<file path="src/rtl/evt_timer16_pkg.sv">
package evt_timer16_pkg;
  typedef enum logic [1:0] {
    MODE_STOP  = 2'b00,
    MODE_FREE  = 2'b01,
    MODE_EDGE  = 2'b10,
    MODE_MATCH = 2'b11
  } tmr_mode_e;

  typedef struct packed {
    tmr_mode_e mode;
    logic      tsel;
    logic      ovf;
  } tmr_ctrl_t;

  localparam int unsigned REG_ADDR_W = 2;
  localparam logic [REG_ADDR_W-1:0] ADDR_CTRL = 2'd0;
  localparam logic [REG_ADDR_W-1:0] ADDR_CMP0 = 2'd1;
  localparam logic [REG_ADDR_W-1:0] ADDR_CMP1 = 2'd2;
endpackage

</file>
<file path="src/rtl/evt_sync.sv">
module evt_sync #(
  parameter int unsigned STAGES = 2
) (
  input  logic clk_i,
  input  logic rst_ni,
  input  logic evt_i,
  output logic rise_o
);
  logic [STAGES:0] sh_q;

  always_ff @(posedge clk_i or negedge rst_ni) begin
    if (!rst_ni) sh_q <= '0;
    else         sh_q <= {sh_q[STAGES-1:0], evt_i};
  end

  // sh_q[STAGES-1] is the synchronised level, sh_q[STAGES] its delayed copy
  assign rise_o = sh_q[STAGES-1] & ~sh_q[STAGES];
endmodule

</file>
<file path="src/rtl/tmr_regs.sv">
module tmr_regs
  import evt_timer16_pkg::*;
#(
  parameter int unsigned CNT_W = 16
) (
  input  logic                  clk_i,
  input  logic                  rst_ni,
  input  logic                  wr_en_i,
  input  logic [REG_ADDR_W-1:0] wr_addr_i,
  input  logic [CNT_W-1:0]      wr_data_i,
  input  logic                  ovf_set_i,
  output tmr_ctrl_t             ctrl_o,
  output logic [CNT_W-1:0]      cmp0_o,
  output logic [CNT_W-1:0]      cmp1_o
);
  tmr_ctrl_t ctrl_q;
  logic      running;
  logic      wr_ctrl;
  tmr_mode_e wr_mode;

  assign running = (ctrl_q.mode != MODE_STOP);
  assign wr_ctrl = wr_en_i && (wr_addr_i == ADDR_CTRL);
  assign wr_mode = tmr_mode_e'(wr_data_i[3:2]);

  always_ff @(posedge clk_i or negedge rst_ni) begin
    if (!rst_ni) begin
      ctrl_q <= '0;
      cmp0_o <= '0;
      cmp1_o <= '0;
    end else begin
      if (wr_ctrl) begin
        if (!running) begin
          ctrl_q.mode <= wr_mode;
          ctrl_q.tsel <= wr_data_i[1];
        end else if (wr_mode == MODE_STOP) begin
          ctrl_q.mode <= MODE_STOP;
        end
      end
      // hardware set wins over a same-cycle software clear
      ctrl_q.ovf <= ovf_set_i | (wr_ctrl ? wr_data_i[0] : ctrl_q.ovf);
      if (wr_en_i && wr_addr_i == ADDR_CMP0) cmp0_o <= wr_data_i;
      if (wr_en_i && wr_addr_i == ADDR_CMP1) cmp1_o <= wr_data_i;
    end
  end

  assign ctrl_o = ctrl_q;
endmodule

</file>
<file path="src/rtl/tmr_core.sv">
module tmr_core
  import evt_timer16_pkg::*;
#(
  parameter int unsigned CNT_W       = 16,
  parameter bit          EDGE_TOG_EN = 1'b1
) (
  input  logic             clk_i,
  input  logic             rst_ni,
  input  logic             cnt_en_i,
  input  logic             edge_i,
  input  tmr_mode_e        mode_i,
  input  logic             tsel_i,
  input  logic [CNT_W-1:0] cmp0_i,
  input  logic [CNT_W-1:0] cmp1_i,
  output logic [CNT_W-1:0] cnt_o,
  output logic             tout_o,
  output logic             irq_o,
  output logic             ovf_set_o
);
  localparam logic [CNT_W-1:0] CNT_ONE = CNT_W'(1);

  logic [CNT_W-1:0] cnt_q, cnt_d, cnt_inc;
  logic             running, hit0, hit1, edge_tog;

  assign running = (mode_i != MODE_STOP);
  assign hit0    = cnt_en_i && (cnt_q == cmp0_i);
  assign hit1    = cnt_en_i && (cnt_q == cmp1_i);
  assign cnt_inc = cnt_en_i ? cnt_q + CNT_ONE : cnt_q;

  generate
    if (EDGE_TOG_EN) begin : g_edge_tog
      assign edge_tog = tsel_i && edge_i;
    end else begin : g_no_edge_tog
      assign edge_tog = 1'b0;
    end
  endgenerate

  always_comb begin
    unique case (mode_i)
      MODE_STOP:  cnt_d = '0;
      MODE_FREE:  cnt_d = cnt_inc;
      MODE_EDGE:  cnt_d = edge_i ? '0 : cnt_inc;
      MODE_MATCH: cnt_d = hit0 ? '0 : cnt_inc;
      default:    cnt_d = '0;
    endcase
  end

  assign ovf_set_o = running && (cnt_q == '1) && (cnt_d == '0);

  always_ff @(posedge clk_i or negedge rst_ni) begin
    if (!rst_ni) begin
      cnt_q  <= '0;
      tout_o <= 1'b0;
      irq_o  <= 1'b0;
    end else begin
      cnt_q <= cnt_d;
      irq_o <= running && (hit0 || hit1);
      if (running && (hit0 || hit1 || edge_tog)) tout_o <= ~tout_o;
    end
  end

  assign cnt_o = cnt_q;
endmodule

</file>
<file path="src/rtl/evt_timer16.sv">
module evt_timer16
  import evt_timer16_pkg::*;
#(
  parameter int unsigned CNT_W       = 16,
  parameter int unsigned SYNC_STAGES = 2,
  parameter bit          EDGE_TOG_EN = 1'b1
) (
  input  logic             clk_i,
  input  logic             rst_ni,
  input  logic             cnt_en_i,
  input  logic             evt_i,
  input  logic             wr_en_i,
  input  logic [1:0]       wr_addr_i,
  input  logic [CNT_W-1:0] wr_data_i,
  output logic [CNT_W-1:0] cnt_o,
  output logic             tout_o,
  output logic             irq_o,
  output logic [3:0]       ctrl_o
);
  tmr_ctrl_t        ctrl_q;
  logic [CNT_W-1:0] cmp0_q, cmp1_q;
  logic             evt_rise, ovf_set;

  evt_sync #(.STAGES(SYNC_STAGES)) u_sync (
    .clk_i (clk_i),
    .rst_ni(rst_ni),
    .evt_i (evt_i),
    .rise_o(evt_rise)
  );

  tmr_regs #(.CNT_W(CNT_W)) u_regs (
    .clk_i    (clk_i),
    .rst_ni   (rst_ni),
    .wr_en_i  (wr_en_i),
    .wr_addr_i(wr_addr_i),
    .wr_data_i(wr_data_i),
    .ovf_set_i(ovf_set),
    .ctrl_o   (ctrl_q),
    .cmp0_o   (cmp0_q),
    .cmp1_o   (cmp1_q)
  );

  tmr_core #(.CNT_W(CNT_W), .EDGE_TOG_EN(EDGE_TOG_EN)) u_core (
    .clk_i    (clk_i),
    .rst_ni   (rst_ni),
    .cnt_en_i (cnt_en_i),
    .edge_i   (evt_rise),
    .mode_i   (ctrl_q.mode),
    .tsel_i   (ctrl_q.tsel),
    .cmp0_i   (cmp0_q),
    .cmp1_i   (cmp1_q),
    .cnt_o    (cnt_o),
    .tout_o   (tout_o),
    .irq_o    (irq_o),
    .ovf_set_o(ovf_set)
  );

  assign ctrl_o = ctrl_q;
endmodule

</file>
<file path="config.mk">
export PLATFORM = sky130hd
export DESIGN_NAME = evt_timer16
export DESIGN_NICKNAME = d
export VERILOG_FILES = /design/src/rtl/evt_timer16_pkg.sv /design/src/rtl/evt_sync.sv /design/src/rtl/tmr_regs.sv /design/src/rtl/tmr_core.sv /design/src/rtl/evt_timer16.sv
export SDC_FILE = /design/constraint.sdc
export NUM_CORES = 1
export LEC_CHECK = 0
export BUFFER_PORTS_ARGS = -buffer_cell sky130_fd_sc_hd__buf_2
export CORE_UTILIZATION = 41
export DETAILED_ROUTE_END_ITERATION = 8
export HOLD_SLACK_MARGIN = 0.15
export PLACE_DENSITY = 0.75
export SLEW_MARGIN = 20
export SYNTH_ARGS = -nofsm -noshare
export SYNTH_HDL_FRONTEND = slang
export SYNTH_SLANG_ARGS = --single-unit
export TNS_END_PERCENT = 5
</file>
<file path="constraint.sdc">
create_clock -name clk_i -period 1.57 [get_ports clk_i]
set_input_delay 0.157 -clock clk_i [delete_from_list [all_inputs] [get_ports clk_i]]
set_output_delay 0.157 -clock clk_i [all_outputs]
set_load 0.1 [all_outputs]
</file>
======== Word-level counts from Yosys, hierarchy flattened ========
Index checks and enable logic that the tools add are counted.
word-level totals
  flip-flop bits (word level) ............. 57
  output and inout port bits .............. 22
  word-level logic and storage cells ...... 50
operators by class
  add/sub/neg operators ................... 1
  equality and inequality tests ........... 9
  multiplexer cells ....................... 7
  bitwise logic cells ..................... 5
  reductions and logical operators ........ 19
operators with widths
  kind                                                              count
  16-bit one-hot mux with 4 select lines                            1
  16-bit 2-to-1 mux                                                 3
  16-bit == test                                                    2
  16-bit by 1-bit adder with 16-bit output (second input constant)  1
  16-bit == test (second input constant)                            1
  16-bit zero test                                                  1
  1-bit logical AND                                                 10
  2-bit == test (second input constant)                             3
  2-bit zero test                                                   3
  2-bit by 1-bit == test with 1-bit output (second input constant)  2
  2-bit 2-to-1 mux                                                  2
  2-bit AND reduction                                               2
  1-bit inverter                                                    3
  1-bit logical OR                                                  2
  2-bit != test (second input constant)                             1
  2-bit nonzero test                                                1
  1-bit bitwise AND                                                 1
  1-bit 2-to-1 mux                                                  1
  1-bit OR                                                          1

======== Longest topological paths before layout ========
Gate-level depths: netlist of the first run.
  depth in word-level cells ............... 7
  depth in mapped cells ................... 8

======== Modules after synthesis ========
Synthesis of the first run repeated with hierarchy kept, for this count alone.
unflattened totals
  cells, all modules ...................... 244
  area total of the unflattened synthesis .. 2,932.8 sq um
by module, submodules not included
  module    times used  cells an instance  area an instance (sq um)  sequential area each (sq um)
  tmr_core  1           155                1,466.4                   450.4
  tmr_regs  1           85                 1,377.6                   900.9
  evt_sync  1           4                  88.8                      75.1

======== Least setup slack after synthesis of the first run ========
OpenSTA, ideal clock, no wires.
  path type ............................... register to register
  start ................................... register u_core.cnt_q[12] (netlist: u_core.cnt_o[12])
  end ..................................... register u_core.cnt_q[10] (netlist: u_core.cnt_o[10])
  setup time .............................. 0.121 ns
  arrival time ............................ 2.283 ns
  setup slack ............................. -0.835 ns
  stages on the path, launching flop included .. 9
  buffers on the path ..................... 2
  period minus slack after synthesis ...... 2.405 ns
  cells stage by stage .................... dfrtp_1 > buf_4 > xnor2_1 > nand4_1 > nor4_2 > nand3_2 > a21oi_4 > buf_6 > nor2_1
between the ends
  longest elaborated chain between the ends .. 4
ends and longest elaborated chain
  item                                    line            RTL
  from (decl)                             tmr_core.sv:22  logic [CNT_W-1:0] cnt_q, cnt_d, cnt_inc;
  from (signal assigned)                  tmr_core.sv:56  cnt_q <= cnt_d;
  16-bit == test                          tmr_core.sv:26  assign hit0 = cnt_en_i && (cnt_q == cmp0_i);
  1-bit logical AND                       tmr_core.sv:26
  16-bit 2-to-1 mux                       tmr_core.sv:43  MODE_MATCH: cnt_d = hit0 ? '0 : cnt_inc;
  16-bit one-hot mux with 4 select lines  tmr_core.sv:39  unique case (mode_i)
  net u_core.cnt_d[10]                    tmr_core.sv:22
The timed path passes the listed nets, and every way through them passes these cells.
A chain may end at the register's enable or synchronous reset.

======== Worst setup path in the final report of the first run ========
  start ................................... register u_core.cnt_q[0] (netlist: u_core.cnt_o[0])
  end ..................................... register u_core.cnt_q[11] (netlist: u_core.cnt_o[11])
between the ends
  longest elaborated chain between the ends .. 4
ends and longest elaborated chain
  item                                                                               line
  16-bit by 1-bit adder with 16-bit output / 16-bit == test (equally long branches)  tmr_core.sv:28, tmr_core.sv:26
  16-bit 2-to-1 mux / 1-bit logical AND (equally long branches)                      tmr_core.sv:28, tmr_core.sv:26
  16-bit 2-to-1 mux (on tied branches)                                               tmr_core.sv:43, tmr_core.sv:42
  16-bit one-hot mux with 4 select lines *                                           tmr_core.sv:39
  net u_core.cnt_d[11]                                                               tmr_core.sv:22
The timed path passes the listed nets; every way through them passes the cells marked *.

==> impl_metrics.csv, run 1 <==
group,metric,value,unit
route,route.detailed.vias_per_inst,5.10,
run,max_cap_violations,0,
cts,htree_num_levels,3,
route,first_iter_violations,77,
worst_setup_path,critPathLaunch,"u_core.cnt_o[0]",
route,wl_per_cell,15.6,um
synth,synth_area,2860,um^2
route,drtAntennaViolNets,0,
cts,clk_latency,330,ps
outcome,status,"complete, but fails checks",
global_routing,use_met1,27.6,%
worst_setup_path,cp_data_arrival_time,1990,ps
cts,postCtsSetupBuffers,0,
global_routing,grt_max_degree,58,
timing,setup_viol,18,
floorplanning,die-area,7320,um^2
finish,antenna_cells,0,
timing,grt_setup_unrepaired,"true",
worst_setup_path,crit_path_start_kind,"flip-flop",
route,vias,2156,
floorplanning,start_util,42.4,%
worst_setup_path,cp.required,1780,ps
synth,yosys.area.top_type,"dfrtp_1",
placement,place.gp.congestion,0.818,
pwr,power.total,5.49,mW
floorplanning,fp.dieH,85.5,um
floorplanning,die_w,85.5,um
placement,dpl.hpwl,4800,um
finish,drive_above_1_share,47.5,%
synth,synth_cell_types,33,
timing,worstMarginPinSlew,490,ps
synth,synth_edf_count,0,
finish,finish.instance_area,3890,um^2
cts,cts_tree,"done",
global_routing,grt_util_met3,3.66,%
worst_setup_path,timing_worst_setup_path_type,"flip-flop to flip-flop",
timing,finClkSkew,8.53,ps
pwr,powerDensity,1410,nW/um^2
timing,max_freq,561,MHz
cts,clkTransAtPathRegs,60,ps
floorplanning,ios,45,
cts,cts_buffers,9,
synth,synth_most_common_cell,"dfrtp_1",
synth,synthCells,252,
route,drcViolationCount,0,
global_routing,grt_pass1_wl,11100,um
timing,post-route-min-period,1780,ps
timing,hold_violations,0,
placement,dpl_cell_area,3400,um^2
worst_setup_path,r2r_start,"u_core.cnt_o[0]",
timing,fin_tns_setup,-3360,ps
global_routing,grt_usage,20.3,%
finish,syn_to_final_growth,35.9,%
synth,ys_top_cells_by_count,"dfrtp_1, xnor2_1, mux2_2, nor2_1",
global_routing,use_met2,31.3,%
worst_setup_path,crit_path_end,"u_core.cnt_o[11]",
worst_setup_path,rr_worst_depth,7,
pwr,p_leak,1.67,nW
global_routing,grt_pass1_vias,2283,
synth,ys.flop_type,"dfrtp_1",
global_routing,grt_busiest_layer,"met2",
outcome,violations,"negative setup slack",
placement,io_buffers,44,
synth,ys_seq_area_share,49.8,%
global_routing,antenna_found_initial,0,
timing,period_share,113,%
route,drt_pass1_iterations,4,
floorplanning,coreArea,6760,um^2
global_routing,grt-ovfl-total,0,
worst_setup_path,path_max_fanout,14,
worst_setup_path,r2r-end,"u_core.cnt_o[11]",
pwr,peakVddDrop,0.000608,V
timing,maxSlewViolCount,0,
floorplanning,rows,30,
synth,synth.ff_latch_count,57,
synth,netlist_top_cells_area,"dfrtp_1, mux2_2, xnor2_1, xor2_1, nor2_1",
worst_setup_path,reg2reg_slack,-210,ps
cts,cts_buffer_depth,2,
cts,cts_sinks,57,
timing,holdWs,210,ps
worst_setup_path,endpoint_kind,"flip-flop",
timing,relSlewSlack,67.6,%
synth,syn_area_per_cell,11.4,um^2
hold_path,min_path_type,"primary input to flip-flop",
route,drt_wl_total,6590,um
synth,syn_nets,276,
timing,finalWorstSetupSlack,-211,ps
finish,final_nets,362,
synth,async_flop_share,100,%
cts,cts_root_buf,"clkbuf_8",
synth,synth_top_area_share,49.8,%
synth,yosys_warnings,0,
## metal layers
metal  vias up  routed length (um)
li1       1029                   -
met2        38                3180
met4         0                 131
met5         -                   0
met1      1078                3120
met3        11                 166
## logic make-up after synthesis
kind of cell               share of synthesized area [%]
AOI/OAI and AO/OA                                   2.97
xor gates and xnor gates                            15.0
adders and majority gates                          0.437
buffers and inverters                               3.94
DFF                                                 49.8
muxes                                               14.1
and+or+nand+nor                                     13.7
## cell usage in the layout (no fill, tap or decap), types with 2 or more instances in the layout
master and instances:
xor2_1 11, buf_2 43, nor3_2 2, a21oi_1 2, buf_6 2, xnor2_1 32
buf_12 2, buf_4 28, dlygate4sd3_1 18, nor3_1 3, nand4_1 11, xnor2_2 6
nor2_2 2, nand3_2 2, o21ai_0 6, dfrtp_2 7, dfrtp_4 10, mux2i_1 2
and2_1 2, dfrtp_1 40, clkbuf_1 2, nand3b_1 3, clkbuf_8 11, nand3_1 7
nor2_1 23, nand2_1 11, mux2_2 34, clkinv_2 2
## report_power, final
part / switching [mW] / internal [mW]
Sequential: 0.258 / 1.76
Combinational: 1.28 / 0.810
Clock: 0.560 / 0.815
Total: 2.10 / 3.39
## timing repair
item	CTS	global route
endpoints found under the hold margin	93	0
setup endpoints to repair	18	20
hold buffers	18	0
pin swaps	5	1
gates resized for setup	11	10
## flip-flops by register name, summed over array words and instances, names as in the netlist
name,flops
u_core.cnt_o,16
u_regs.cmp0_o,16
u_regs.cmp1_o,16
u_regs.ctrl_o,4
u_sync.sh_q,3
u_core.irq_o,1
u_core.tout_o,1
## area by class of cell
class / count / area (um^2)
clock inverter: 3 / 40.0
timing repair buffer: 94 / 676
tap: 80 / 100
fill: 574 / 2870
inverter: 1 / 3.75
clock buffer: 13 / 159
sequential: 57 / 1470
multi-input combinational: 175 / 1440
## per-stage QoR
| stage | utilization (%) | std cells | worst slack [ps] |
|---|---|---|---|
| 2_1_floorplan | - | 252 | -385 |
| 3_3_place_gp | 50.3 | 389 | -271 |
| 3_5_place_dp | 50.3 | 389 | -296 |
| 4_1_cts | 56.8 | 423 | -184 |
| 5_1_grt | 57.5 | 423 | -280 |
| 6_report | 57.5 | 423 | -211 |
## worst min-delay path by stage
stage	startpoint	endpoint	slack, ps	cells after the start
after floorplan	rst_ni	u_core.cnt_o[10]	-140	0
after global placement	rst_ni	u_core.cnt_o[2]	180	2
after detailed placement	rst_ni	u_core.cnt_o[2]	180	2
after CTS	cnt_en_i	u_core.irq_o	180	3
after global routing	cnt_en_i	u_core.irq_o	220	3
final	cnt_en_i	u_core.irq_o	210	3
## critical path: stages (launching register included)
cell     delay, ps
dfrtp_4        500
xnor2_1        190
nand4_1        170
nor4_4         260
nand3_2        150
a21oi_4        190
buf_12         150
nor2_1          60
(Power assumes the default switching activity.)
==> run 2, diff against run 1 <==
CTS_CLUSTER_DIAMETER = 60   (was default)
PLACE_DENSITY = 0.66   (was 0.75)
SLEW_MARGIN = default   (was 20)
==> run 2 against run 1 <==
Net effect: the run still ends with negative setup slack left; via count rose by 1.3%; critical endpoint is now u_core.tout_o; worst setup slack got worse by 29 ps; non-clock buffer count up 7; highest routed layer unchanged; combinational power rose by 7%; critical path type unchanged; global-route usage is 0.61 points lower; final cell count increased by 1.7%.
==> impl_metrics.csv, run 2 (synthesis gave the netlist of run 1 again) <==
group,metric,value,unit
outcome,status,"complete, but fails checks",
outcome,violations,"negative setup slack",
cts,clkTransAtPathRegs,60,ps
finish,final_cell_count_no_fill,430,
route,vias,2183,
worst_setup_path,r2r_start,"u_core.cnt_o[0]",
finish,finish.instance_area,3960,um^2
timing,worstMarginPinSlew,538,ps
cts,cts_buffers,9,
route,drcViolationCount,0,
run,max_cap_violations,0,
floorplanning,coreArea,6760,um^2
pwr,peakVddDrop,0.000558,V
placement,dpl.hpwl,4700,um
worst_setup_path,rr_worst_depth,7,
worst_setup_path,cp_slowest_cell,"dfrtp_4",
finish,syn_to_final_growth,38.4,%
worst_setup_path,path_max_fanout,4,
timing,finClkSkew,5.60,ps
worst_setup_path,r2r-end,"u_core.tout_o",
timing,hold_violations,0,
global_routing,grt_pass1_vias,2175,
worst_setup_path,reg2reg_slack,-240,ps
timing,grt_setup_unrepaired,"true",
timing,maxSlewViolCount,0,
worst_setup_path,crit_chain,"buf_6 -> xnor2_4 -> nand3_2 -> nor4_4 -> nand3_2 -> a31oi_4 -> xor2_1",
worst_setup_path,slowest_delay,510,ps
finish,mostFrequentLayoutCells,"buf_2, dfrtp_1, buf_4",
worst_setup_path,cp_common_cell,"nand3_2",
route,wl_per_cell,15.2,um
worst_setup_path,path_depth,7,
floorplanning,fp.dieH,85.5,um
route,first_iter_violations,104,
global_routing,antenna_found_initial,0,
route,drt_wl_total,6550,um
global_routing,grt_max_degree,26,
timing,post-route-min-period,1810,ps
placement,io_buffers,44,
cts,cts_buffer_depth,2,
cts,clk_latency,330,ps
finish,seq_area,1470,um^2
worst_setup_path,crit_path_end,"u_core.tout_o",
placement,dpl_cell_area,3420,um^2
timing,holdWs,199,ps
pwr,power.total,5.70,mW
finish,fillers,585,
pwr,p_leak,1.69,nW
global_routing,grt-ovfl-total,0,
timing,finalWorstSetupSlack,-240,ps
timing,period_share,115,%
worst_setup_path,critPathLaunch,"u_core.cnt_o[0]",
timing,setup_viol,19,
pwr,powerDensity,1440,nW/um^2
floorplanning,rows,30,
timing,relSlewSlack,64.1,%
cts,cts_tree,"done",
route,drtAntennaViolNets,0,
finish,multiInputGateArea,1430,um^2
worst_setup_path,timing_worst_setup_path_type,"flip-flop to flip-flop",
worst_setup_path,critPathBufInv,1,
cts,htree_num_levels,3,
finish,final_nets,369,
global_routing,grt_pass1_wl,10700,um
hold_path,min_path_type,"primary input to flip-flop",
floorplanning,die_w,85.5,um
finish,drive_above_1_share,48.3,%
cts,cts_root_buf,"clkbuf_8",
global_routing,grt_usage,19.7,%
worst_setup_path,path_delay_family,"simple AND/OR/NAND/NOR gates",
finish,final_common_cell,"buf_2",
floorplanning,ios,45,
route,drt_pass1_iterations,4,
cts,cts_sinks,57,
worst_setup_path,endpoint_kind,"flip-flop",
placement,dpl.cell_count,392,
finish,antenna_cells,0,
worst_setup_path,crit_path_start_kind,"flip-flop",
placement,place.gp.congestion,0.831,
worst_setup_path,cp.required,1830,ps
floorplanning,start_util,42.4,%
route,route.detailed.vias_per_inst,5.08,
floorplanning,die-area,7320,um^2
worst_setup_path,cp_data_arrival_time,2070,ps
timing,max_freq,553,MHz
==> run 2: changes by cell type in the layout (fill, tap and decap cells not counted), sizes merged <==
cell,previous run,this run
clkbuf,14,12
clkinvlp,0,2
clkinv,2,1
buf,75,82
dlygate4sd3,18,19
==> run 2: worst min-delay path by stage <==
stage	end	from	cells after the start	slack (ps)
final	u_core.cnt_o[0]	cnt_en_i	3	200
after global routing	u_core.cnt_o[0]	cnt_en_i	3	230
after CTS	u_core.cnt_o[0]	cnt_en_i	3	180
after detailed placement	u_core.irq_o	rst_ni	1	170
after global placement	u_core.cnt_o[4]	rst_ni	1	160
after floorplan	u_core.cnt_o[10]	rst_ni	0	-140
==> run 2: stage by stage <==
step	worst slack, ps	TNS, ps	util, %
2_1_floorplan	-385	-6290	-
3_3_place_gp	-345	-3000	50.6
3_5_place_dp	-317	-3390	50.6
4_1_cts	-178	-2990	57.3
5_1_grt	-353	-5860	58.6
6_report	-240	-3490	58.6
==> run 2: area by class of cell <==
| class | instances | area share, % |
|---|---|---|
| multi-input combinational | 175 | 36.2 |
| inverter | 1 | 0.0948 |
| clock inverter | 4 | 1.26 |
| tap | 80 | 2.53 |
| timing repair buffer | 101 | 18.6 |
| clock buffer | 12 | 4.17 |
| sequential | 57 | 37.2 |
==> run 2: report_power, final <==
group	internal (mW)	switching (mW)	leakage [nW]	total [mW]
sequential	1.76	0.260	0.672	2.02
clock	0.859	0.584	0.105	1.44
combinational	0.929	1.30	0.918	2.23
==> run 2: per-layer routing <==
layer / GRT usage (%) / vias to the layer above / wire length (um)
li1: - / 1043 / -
met1: 26.9 / 1084 / 3140
met2: 30.7 / 46 / 3100
met3: 4.04 / 10 / 214
met4: 8.64 / 0 / 91
met5: 0 / - / 0
==> run 2: what timing repair did <==
item                                    4_1_cts  5_1_grt
endpoints found under the hold margin        55        0
cloned                                        0        0
gates resized for setup                      10       13
buffers inserted                              0        3
pin swaps                                     4        5
hold buffers                                 19        0
endpoints found under the setup margin       21       22
==> run 2: worst reg2reg max path: stages (launching register included) <==
cell	delay, ps
dfrtp_4	510
buf_6	150
xnor2_4	140
nand3_2	130
nor4_4	310
nand3_2	140
a31oi_4	220
xor2_1	150
==> run 3, diff against run 2 <==
==> constraint.sdc (replaced) <==
create_clock -name clk_i -period 1.57 [get_ports clk_i]
set_input_delay 0.0785 -clock clk_i [delete_from_list [all_inputs] [get_ports clk_i]]
set_output_delay 0.0785 -clock clk_i [all_outputs]
set_load 0.1 [all_outputs]
==> run 3 against run 2 <==
Net effect: the run still ends with negative setup slack left; clock skew grew 7.9 ps; clock-buffer cell count grew 2; total power shrank 7.3%; die area is the same; via count shrank 2.6%; wire length grew 0.34%; largest power group unchanged.
==> impl_metrics.csv, run 3 (synthesis gave the netlist of run 1 again) <==
group,metric,value,unit
finish,syn_to_final_growth,34.1,%
finish,finish.instance_area,3840,um^2
global_routing,grt-ovfl-total,0,
outcome,status,"complete, but fails checks",
placement,dp_slack,-308,ps
hold_path,min_to,"u_core.cnt_o[0]",
pwr,power.total,5.28,mW
global_routing,grt_pass1_wl,11000,um
timing,period_share,111,%
route,drtAntennaViolNets,0,
global_routing,grt_usage,20.3,%
route,drcViolationCount,0,
finish,antenna_cells,0,
finish,utilization,56.8,%
hold_path,min_path_type,"primary input to flip-flop",
finish,final_nets,366,
hold_path,hold_depth,3,
cts,cts_root_buf,"clkbuf_8",
timing,setup_viol,19,
worst_setup_path,crit_path_start_kind,"flip-flop",
worst_setup_path,cp.required,1840,ps
floorplanning,die-area,7320,um^2
floorplanning,ios,45,
timing,hold_violations,0,
pwr,p_sw,2.05,mW
cts,cts_buffer_depth,2,
cts,clk_latency,340,ps
outcome,violations,"negative setup slack",
worst_setup_path,critPathLaunch,"u_core.cnt_o[0]",
route,drt_wl_total,6570,um
hold_path,worstHoldStart,"cnt_en_i",
timing,maxSlewViolCount,0,
cts,postCtsSetupBuffers,0,
finish,seq_area,1470,um^2
timing,post-route-min-period,1750,ps
floorplanning,die_w,85.5,um
worst_setup_path,rr_worst_depth,7,
cts,clkTransAtPathRegs,60,ps
floorplanning,start_util,42.4,%
route,route.detailed.vias_per_inst,4.99,
cts,cts_sinks,57,
timing,worstMarginPinSlew,489,ps
pwr,switching_share,38.9,%
timing,relSlewSlack,67.6,%
placement,dpl_cell_area,3420,um^2
finish,drive_above_1_share,46.0,%
timing,max_freq,572,MHz
cts,cts_buffers,9,
pwr,p_leak,1.63,nW
worst_setup_path,endpoint_kind,"flip-flop",
timing,finalWorstSetupSlack,-177,ps
cts,htree_num_levels,3,
floorplanning,coreArea,6760,um^2
worst_setup_path,timing_worst_setup_path_type,"flip-flop to flip-flop",
route,first_iter_violations,91,
worst_setup_path,cp_data_arrival_time,2010,ps
timing,grt_setup_unrepaired,"true",
pwr,clkPwrFrac,21.8,%
timing,finClkSkew,13.5,ps
floorplanning,fp.dieH,85.5,um
placement,io_buffers,44,
pwr,power.share.sequential,38.1,%
worst_setup_path,path_max_fanout,17,
worst_setup_path,r2r-end,"u_regs.ctrl_o[0]",
placement,place.gp.congestion,0.779,
global_routing,grt_max_degree,58,
global_routing,grt_pass1_vias,2108,
route,vias,2127,
placement,dpl.hpwl,4710,um
route,wl_per_cell,15.4,um
finish,multiInputGateArea,1400,um^2
run,max_cap_violations,0,
pwr,peakVddDrop,0.000539,V
pwr,internal-power,3.23,mW
route,drt_pass1_iterations,4,
global_routing,antenna_found_initial,0,
finish,mostFrequentLayoutCells,"buf_2, dfrtp_1, mux2_2",
pwr,comb_power_share,40.1,%
worst_setup_path,reg2reg_slack,-180,ps
finish,fillers,618,
pwr,powerDensity,1380,nW/um^2
floorplanning,rows,30,
finish,final_common_cell,"buf_2",
worst_setup_path,r2r_start,"u_core.cnt_o[0]",
cts,cts_tree,"done",
run 3: changes by cell type in the layout (fill, tap and decap cells not counted), sizes merged:
| cell | change |
|---|---|
| clkinvlp | -2 |
| clkbuf | +4 |
| buf | -5 |
| bufinv | -1 |
run 3: layout make-up:
cell class                 count  area share (%)
sequential                    57            38.4
multi-input combinational    175            36.5
tap                           80            2.61
clock buffer                  14            3.98
timing repair buffer          98            18.3
clock inverter                 1           0.130
inverter                       1          0.0978
run 3: metrics by stage:
step           cells  TNS [ps]  hold WS, ps
2_1_floorplan    252     -6290         -217
3_3_place_gp     392     -2960          103
3_5_place_dp     392     -3310          105
4_1_cts          426     -3060          170
5_1_grt          426     -4800          199
6_report         426     -2840          194
run 3: repair_timing:
| action | in CTS | in global routing |
|---|---|---|
| endpoints found under the setup margin | 19 | 21 |
| hold buffers | 19 | 0 |
| resized for setup | 9 | 6 |
| endpoints found under the hold margin | 94 | 0 |
| pin swaps | 4 | 0 |
run 3: power by group through the flow:
stage / Combinational (mW) / Clock, mW / Sequential [mW]
detailed placement: 2.01 / 0 / 2.03
floorplan: 0.996 / 0 / 2.57
finish: 2.12 / 1.15 / 2.01
global route: 2.26 / 1.25 / 2.05
CTS: 2.11 / 1.19 / 2.01
global placement: 2.00 / 0 / 2.02
run 3: critical path, cell delays in order, from the launching register on:
cell	delay, ps
dfrtp_4	500
xnor2_2	190
nand4_1	130
nor4_2	250
nand3_2	160
a21oi_4	180
buf_12	160
a211o_1	120
run 3: worst max-delay path by stage:
| stage | end | slack, ps | cells after the start |
|---|---|---|---|
| global placement | u_core.tout_o | -320 | 7 |
| finish | u_regs.ctrl_o[0] | -180 | 7 |
| CTS | u_regs.ctrl_o[0] | -190 | 7 |
| floorplan | u_core.cnt_o[10] | -380 | 8 |
| global route | u_core.tout_o | -290 | 7 |
| detailed placement | u_core.tout_o | -310 | 7 |
run 3: per-layer routing:
layer	part of all wire (%)	vias up	GRT usage (%)	wire, um
li1	-	1036	-	-
met1	48	1040	28.4	3140
met2	47	44	30.1	3110
met3	3.5	7	4.14	229
met4	1.4	0	10.0	90
met5	0	-	0	0
